<file path="config.mk">
export PLATFORM = sky130hd
export DESIGN_NAME = late_inc_adder
export DESIGN_NICKNAME = d
export VERILOG_FILES = /design/src/rtl/lia_pkg.sv /design/src/rtl/lia_bit_cells.sv /design/src/rtl/lia_prefix_tree.sv /design/src/rtl/lia_late_stage.sv /design/src/rtl/late_inc_adder.sv
export SDC_FILE = /design/constraint.sdc
export NUM_CORES = 1
export LEC_CHECK = 0
export ABC_AREA = 0
export BUFFER_PORTS_ARGS = -buffer_cell sky130_fd_sc_hd__clkbuf_2
export CORE_MARGIN = 4
export CORE_UTILIZATION = 45
export CTS_CLUSTER_SIZE = 25
export DETAILED_ROUTE_END_ITERATION = 8
export PLACE_DENSITY = 0.74
export SLEW_MARGIN = 40
export SYNTH_ARGS = -nofsm -noshare
export SYNTH_HDL_FRONTEND = slang
export SYNTH_HIERARCHICAL = 1
export SYNTH_SLANG_ARGS = --single-unit
</file>
<file path="constraint.sdc">
create_clock -name clk -period 4.5 [get_ports clk]
set_clock_uncertainty 0.1 [all_clocks]
set_input_delay 0.45 -clock clk [delete_from_list [all_inputs] [get_ports clk]]
set_output_delay 0.45 -clock clk [all_outputs]
set_load 0.1 [all_outputs]
</file>
<file path="src/rtl/lia_pkg.sv">
package lia_pkg;
  typedef enum logic [1:0] {
    LIA_ADD     = 2'd0,
    LIA_ABSDIFF = 2'd1,
    LIA_MODM1   = 2'd2,
    LIA_ADD_ALT = 2'd3
  } lia_mode_e;

  // Prefix combine of (generate, not-kill): high group over low group.
  function automatic logic [1:0] lia_combine(input logic g_hi, input logic nk_hi,
                                             input logic g_lo, input logic nk_lo);
    return {g_hi | (nk_hi & g_lo), nk_hi & nk_lo};
  endfunction
endpackage

</file>
<file path="src/rtl/lia_bit_cells.sv">
module lia_bit_cells #(
  parameter int W = 32
) (
  input  logic [W-1:0] a,
  input  logic [W-1:0] b,
  input  logic         invert_b,
  output logic [W-1:0] gen,
  output logic [W-1:0] notkill,
  output logic [W-1:0] prop
);
  for (genvar i = 0; i < W; i++) begin : g_bit
    logic b_eff;
    assign b_eff      = b[i] ^ invert_b;
    assign gen[i]     = a[i] & b_eff;
    assign notkill[i] = a[i] | b_eff;
    assign prop[i]    = a[i] ^ b_eff;
  end
endmodule

</file>
<file path="src/rtl/lia_prefix_tree.sv">
module lia_prefix_tree
  import lia_pkg::*;
#(
  parameter int W = 32
) (
  input  logic [W-1:0] gen,
  input  logic [W-1:0] notkill,
  output logic [W-1:0] grp_g,
  output logic [W-1:0] grp_nk
);
  localparam int LEVELS = (W > 1) ? $clog2(W) : 1;

  logic [W-1:0] lvl_g  [0:LEVELS];
  logic [W-1:0] lvl_nk [0:LEVELS];

  assign lvl_g[0]  = gen;
  assign lvl_nk[0] = notkill;

  for (genvar l = 0; l < LEVELS; l++) begin : g_level
    localparam int DIST = 1 << l;
    for (genvar i = 0; i < W; i++) begin : g_node
      if (i >= DIST) begin : g_cell
        logic [1:0] merged;
        assign merged = lia_combine(lvl_g[l][i], lvl_nk[l][i],
                                    lvl_g[l][i-DIST], lvl_nk[l][i-DIST]);
        assign lvl_g[l+1][i]  = merged[1];
        assign lvl_nk[l+1][i] = merged[0];
      end else begin : g_pass
        assign lvl_g[l+1][i]  = lvl_g[l][i];
        assign lvl_nk[l+1][i] = lvl_nk[l][i];
      end
    end
  end

  assign grp_g  = lvl_g[LEVELS];
  assign grp_nk = lvl_nk[LEVELS];
endmodule

</file>
<file path="src/rtl/lia_late_stage.sv">
module lia_late_stage
  import lia_pkg::*;
#(
  parameter int W = 32
) (
  input  logic [W-1:0] prop,
  input  logic [W-1:0] grp_g,
  input  logic [W-1:0] grp_nk,
  input  logic         inc,
  input  logic [1:0]   mode,
  output logic [W-1:0] result,
  output logic         flag
);
  lia_mode_e    mode_e;
  logic         tree_cout;
  logic         late_inc;
  logic         invert_all;
  logic [W-1:0] early_c;
  logic [W-1:0] late_c;
  logic [W-1:0] sum;

  assign mode_e    = lia_mode_e'(mode);
  assign tree_cout = grp_g[W-1];

  always_comb begin
    unique case (mode_e)
      LIA_ABSDIFF, LIA_MODM1: late_inc = tree_cout;
      default:                late_inc = inc;
    endcase
  end

  assign early_c[0] = 1'b0;
  assign late_c[0]  = late_inc;
  for (genvar i = 1; i < W; i++) begin : g_late
    assign early_c[i] = grp_g[i-1];
    assign late_c[i]  = early_c[i] | (late_inc & grp_nk[i-1]);
  end

  assign sum        = prop ^ late_c;
  assign invert_all = (mode_e == LIA_ABSDIFF) && !tree_cout;
  assign result     = sum ^ {W{invert_all}};

  always_comb begin
    unique case (mode_e)
      LIA_ABSDIFF, LIA_MODM1: flag = tree_cout;
      default:                flag = tree_cout | (inc & grp_nk[W-1]);
    endcase
  end
endmodule

</file>
<file path="src/rtl/late_inc_adder.sv">
module late_inc_adder
  import lia_pkg::*;
#(
  parameter int W = 32
) (
  input  logic         clk,
  input  logic         rst_n,
  input  logic         in_valid,
  output logic         in_ready,
  input  logic [W-1:0] in_a,
  input  logic [W-1:0] in_b,
  input  logic         in_inc,
  input  logic [1:0]   in_mode,
  output logic         out_valid,
  input  logic         out_ready,
  output logic [W-1:0] out_result,
  output logic         out_flag
);
  logic [W-1:0] gen, notkill, prop;
  logic [W-1:0] grp_g, grp_nk;
  logic [W-1:0] comb_result;
  logic         comb_flag;
  logic         take;

  lia_bit_cells #(.W(W)) u_cells (
    .a        (in_a),
    .b        (in_b),
    .invert_b (lia_mode_e'(in_mode) == LIA_ABSDIFF),
    .gen      (gen),
    .notkill  (notkill),
    .prop     (prop)
  );

  lia_prefix_tree #(.W(W)) u_tree (
    .gen     (gen),
    .notkill (notkill),
    .grp_g   (grp_g),
    .grp_nk  (grp_nk)
  );

  lia_late_stage #(.W(W)) u_late (
    .prop   (prop),
    .grp_g  (grp_g),
    .grp_nk (grp_nk),
    .inc    (in_inc),
    .mode   (in_mode),
    .result (comb_result),
    .flag   (comb_flag)
  );

  assign in_ready = !out_valid || out_ready;
  assign take     = in_valid && in_ready;

  always_ff @(posedge clk) begin
    if (!rst_n) out_valid <= 1'b0;
    else if (in_ready) out_valid <= in_valid;
  end

  always_ff @(posedge clk) begin
    if (take) begin
      out_result <= comb_result;
      out_flag   <= comb_flag;
    end
  end
endmodule

</file>
# [Yosys cells after proc, flatten, opt, wreduce, memory -nomap -nowiden]
# Cells that the tools add are included.
[op_classes] n_mux=2 n_bitwise=581 eq_ne=2 n_reduce_logical=6
[ops] cell="bitwise AND 1 bit" count=322
[ops] cell="bitwise OR 1 bit" count=193
[ops] cell="XOR 1 bit" count=64
[ops] cell="XOR 32 bit" count=2
[ops] cell="equality test 2 x 1 -> 1 bit, second input constant" count=1
[ops] cell="equality test 2 bit, second input constant" count=1
[ops] cell="logical AND 1 bit" count=2
[ops] cell="logical NOT 1 bit" count=2
[ops] cell="two-way mux 1 bit" count=2
[ops] cell="OR reduction 2 bit" count=1
[ops] cell="logical OR 1 bit" count=1
[totals] out_inout_bits=35 ff_bits=34 elab_cells=594 inputBits=71

# [Logic depth before layout (Yosys ltp)]
[logic_depth] depth_word=18 mapped_depth=17 ltp_nobuf=13

# [By module]
# The synthesis kept the hierarchy.
[modules_own_cells] mod="lia_bit_cells" instances=1 area_each_um2=1717.9 cells_each=199
[modules_own_cells] mod="lia_prefix_tree" instances=1 area_each_um2=1184.9 cells_each=209
[modules_own_cells] mod="late_inc_adder" instances=1 area_each_um2=1054.8 cells_each=39
[modules_own_cells] mod="lia_late_stage" instances=1 area_each_um2=945.9 cells_each=107

# [Worst setup path before layout]
# No wires, ideal clock.
[synth_timing] kind="input to register" from="in in_mode[0]" to="reg out_result[4], data pin" arrival_ns=3.298 cell_stages=16 path_slack_ns=0.844 t_required_ns=4.142 setup_ns=0.258 path_cell_list="nor2b_1 -> buf_6 -> buf_8 -> xnor2_1 -> ha_1 -> inv_1 -> a21oi_1 -> o21ai_0 -> a221oi_1 -> o211ai_2 -> a221o_1 -> a41o_1 -> mux2_4 -> buf_6 -> a21oi_2 -> xnor2_1"
[synth_via] word_cells_on_any_way=197
[synth_lines] item="start, declared" line="late_inc_adder.sv:13" rtl="input logic [1:0] in_mode,"
[synth_lines] item="equality test 2 x 1 -> 1 bit *" line="late_inc_adder.sv:28" rtl=".invert_b (lia_mode_e'(in_mode) == LIA_ABSDIFF),"
[synth_lines] item="XOR 1 bit *" line="lia_bit_cells.sv:13" rtl="assign b_eff = b[i] ^ invert_b;"
[synth_lines] item="bitwise OR 1 bit *" line="lia_bit_cells.sv:15" rtl="assign notkill[i] = a[i] | b_eff;"
[synth_lines] item="net notkill[9]" line="late_inc_adder.sv:19" rtl="logic [W-1:0] gen, notkill, prop;"
[synth_lines] item="bitwise AND 1 bit" line="lia_pkg.sv:12" rtl="return {g_hi | (nk_hi & g_lo), nk_hi & nk_lo};"
[synth_lines] item="bitwise OR 1 bit" line="lia_pkg.sv:12"
[synth_lines] item="bitwise AND 1 bit" line="lia_pkg.sv:12"
[synth_lines] item="bitwise OR 1 bit" line="lia_pkg.sv:12"
[synth_lines] item="[4 not listed]"
[synth_lines] item="bitwise OR 1 bit *" line="lia_pkg.sv:12"
[synth_lines] item="net grp_g[31]" line="late_inc_adder.sv:20" rtl="logic [W-1:0] grp_g, grp_nk;"
[synth_lines] item="two-way mux 1 bit" line="lia_late_stage.sv:26" rtl="unique case (mode_e)"
[synth_lines] item="bitwise AND 1 bit" line="lia_late_stage.sv:36" rtl="assign late_c[i] = early_c[i] | (late_inc & grp_nk[i-1]);"
[synth_lines] item="bitwise OR 1 bit" line="lia_late_stage.sv:36"
[synth_lines] item="XOR 32 bit" line="lia_late_stage.sv:39" rtl="assign sum = prop ^ late_c;"
[synth_lines] item="XOR 32 bit *" line="lia_late_stage.sv:41" rtl="assign result = sum ^ {W{invert_all}};"
[synth_lines] item="net comb_result[4]" line="late_inc_adder.sv:21" rtl="logic [W-1:0] comb_result;"
[synth_lines] item="end signal, assigned" line="late_inc_adder.sv:61" rtl="out_result <= comb_result;"
[synth_lines] item="end, declared" line="late_inc_adder.sv:16" rtl="output logic [W-1:0] out_result,"
# Mark *: on every way through the listed nets, which the timed path passes. The rest lies on a longest branch.
# A chain may end at the register's enable or synchronous reset.

# [Worst setup path in the final report]
[layout_timing] from="in in_mode[0]" to="reg out_result[13], data pin"
# Same word-level chain as after synthesis.

==> flow_metrics.py <==
metrics = {
    "logic_synthesis": {
        "synth-async-reset-ratio_pct": 0,
        "synthTopCellsByArea": "edfxtp_1, ha_1, xnor2_1",
        "synth_seq_cells": 34,
        "yosysUniqueCellTypes": 54,
        "yosysSeqAreaShare_pct": 20.6,
        "yosysWarnings": 6,
        "synth_area_leader_cell": "edfxtp_1",
        "synth_edf_count": 33,
        "synth_nets": 690,
        "ys_dominant_reg_cell": "edfxtp_1",
        "synth_top_area_share_pct": 20.2,
        "synthesis.area_um2": 4900,
        "syn_inst": 554,
        "syn_avg_cell_area_um2": 8.85,
    },
    "worst_setup_path": {
        "critPathTopFamily": "compound AO/OA/AOI/OAI gates",
        "cp_max_fo": 34,
        "cp.arrival_ps": 4000,
        "crit_required_ps": 4450,
        "startpoint_type": "primary input",
        "path_cells": "clkbuf_2 -> nor2b_4 -> buf_12 -> xnor2_1 -> ha_1 -> inv_1 -> a21oi_1 -> o21ai_0 -> a221oi_1 -> o211ai_2 -> a221o_1 -> a41o_1 -> mux2_4 -> a21oi_2 -> xnor2_1",
        "path_buf_inv": 3,
        "path_class": "in -> reg",
        "worstSetupEndpointType": "register",
        "cp_common_cell": "xnor2_1",
        "slowest_stage": "mux2_4",
        "cp_slowest_stage_delay_ps": 510,
    },
    "routing": {
        "drt_iter0_drc": 273,
        "routed_wl_mm": 11.8,
        "drt-wirelength-per-cell_um": 14.9,
        "detail_route.vias_per_cell": 5.20,
        "antenna_left": 0,
        "drc": 0,
        "vias": 4114,
        "dr.pass1.iters": 5,
    },
    "timing": {
        "fmaxAchievable_mhz": 247,
        "maxSlewHeadroom_pct": 61.9,
        "finalHoldViolations": 0,
        "tightest_slew_ps": 571,
        "setup_viol": 0,
        "setup_tns_ps": 0,
        "period_share_pct": 90.0,
        "rsz0062_at_grt": "no",
        "fin_crit_ps": 4050,
        "slew_viol_final": 0,
    },
    "hold_path": {
        "hold_class": "in -> reg",
    },
    "global_route": {
        "track_usage_pct": 18.4,
        "grt_pass1_vias": 4070,
        "grt-ovfl-total": 0,
        "grt_max_degree": 35,
        "grt_use_met3_pct": 3.45,
        "grt_pass1_wl_mm": 19.2,
        "grt_util_met2_pct": 32.1,
        "grtUsageMet1_pct": 23.1,
        "antenna_found_initial": 0,
        "top_usage_layer": "met2",
    },
    "cells_and_area": {
        "area_growth_syn_to_layout_pct": 12.9,
        "fillers": 1033,
        "drive_above_1_share_pct": 25.8,
        "final_cell_mix": "clkbuf_2, inv_1, xnor2_1, ha_1, xor2_1",
        "mostFrequentLayoutCell": "clkbuf_2",
        "n_antenna_cell": 0,
        "register_area_um2": 1010,
        "multiInputGateArea_um2": 3360,
        "final_nets": 790,
    },
    "cts": {
        "post_cts_resized": 0,
        "htree_num_levels": 2,
        "clk_pin_slew_ps": 70,
        "clock-sinks": 34,
        "cts_buffers": 5,
        "cts_buffer_depth": 2,
        "clockRootBuffer": "clkbuf_8",
        "ctsHoldBuffers": 0,
        "cts_tree": "yes",
        "post_cts_buffers": 0,
        "worstSkewPairLatency_ps": 300,
    },
    "floorplan": {
        "die_h_um": 112,
        "core_area_um2": 10500,
        "die-area_um2": 12600,
        "fp.dieW_um": 112,
        "rows": 37,
        "pin_count": 106,
        "start_util_pct": 46.9,
    },
    "pwr": {
        "pwr-share-comb_pct": 63.9,
        "power_leakage_nw": 2.80,
        "totalPowerFinal_w": 0.00200,
        "ir_drop_v": 0.000199,
        "p_switching_w": 0.00107,
        "clockPowerShare_pct": 12.5,
        "swShare_pct": 53.6,
        "p_int_w": 0.000930,
        "power_frac_seq_pct": 23.6,
        "p_per_area_nw_per_um2": 362,
    },
    "placement": {
        "gp_congestion": 0.884,
        "io_buffers": 105,
        "hpwl_mm": 9.51,
    },
    "run": {
        "drv_cap": 0,
    },
    "run_status": {
        "outcome": "complete, no violations",
    },
}
-- worst min-delay path, stage by stage --
cell and delay (ps):
clkbuf_2 90, inv_1 50, a21boi_2 40
-- sequential cells by signal, summed over array words and instances, names as in the netlist --
register,flops
out_flag,1
out_valid,1
out_result,32
-- kinds of logic (layout without fill, tap and decap cells) --
logic type | Yosys count | in the layout | share of synthesized area, %
compound gates | 120 | 120 | 17.6
xor+xnor | 128 | 128 | 22.9
fa+ha+maj | 65 | 65 | 16.6
buf+inv | 102 | 203 | 11.1
flops | 34 | 34 | 20.6
mux | 1 | 1 | 0.306
simple gates | 104 | 104 | 10.9
-- synth_stat cells, types with 4 or more instances --
cell type / count
buf_6: 8
a211oi_1: 5
nor2_1: 32
a21o_1: 17
nand2_1: 28
inv_1: 84
nand4_1: 8
nor2b_1: 4
xnor2_1: 65
and3_1: 4
a21oi_1: 27
nand3_1: 8
edfxtp_1: 33
ha_1: 65
xor2_1: 63
o21ai_0: 17
a21oi_2: 29
-- final cells by class --
class,count,share of cell area [%]
Multi-Input combinational cell,418,60.8
Sequential cell,34,18.3
Inverter,84,5.70
Timing Repair Buffer,111,10.5
Clock inverter,1,0.0904
Tap cell,136,3.07
Clock buffer,7,1.56
-- metrics by stage --
step	instance area, um2	instances	utilization, %	worst slack [ps]	hold slack, ps
CTS	5530	791	52.9	501	271
global placement	5440	783	52.0	197	396
floorplan	4900	554	-	844	487
detailed placement	5440	783	52.0	184	405
global route	5530	791	52.9	223	292
finish	5530	791	52.9	452	282
-- power by group through the flow --
stage / logic [W] / registers, W / clock network, W
6_report: 0.00128 / 0.000473 / 0.000250
5_1_grt: 0.00136 / 0.000481 / 0.000270
3_3_place_gp: 0.00126 / 0.000479 / 0
3_5_place_dp: 0.00128 / 0.000480 / 0
2_1_floorplan: 0.000579 / 0.000968 / 0
4_1_cts: 0.00128 / 0.000474 / 0.000258
-- path summary, 6_finish.rpt --
| check | endpoint | slack [ps] | depth (start not counted) | start |
|---|---|---|---|---|
| worst max register to register | out_result[6]$_DFFE_PP_ | 3150 | 2 | out_valid$_SDFFE_PN0P_ |
| worst min register to register | out_valid$_SDFFE_PN0P_ | 410 | 2 | out_valid$_SDFFE_PN0P_ |
| worst max-delay path | out_result[13]$_DFFE_PP_ | 450 | 15 | in_mode[0] |
| worst min-delay path | out_valid$_SDFFE_PN0P_ | 280 | 3 | in_valid |
-- per-layer routing --
layer  wire length, um  up-vias  share of wire [%]
li1                  -     2047                  -
met1              5140     1927                 44
met2              5810      124                 49
met3               651       16                5.5
met4               186        0                1.6
met5                 0        -                  0
No activity file was read; power rests on OpenSTA's default activity.
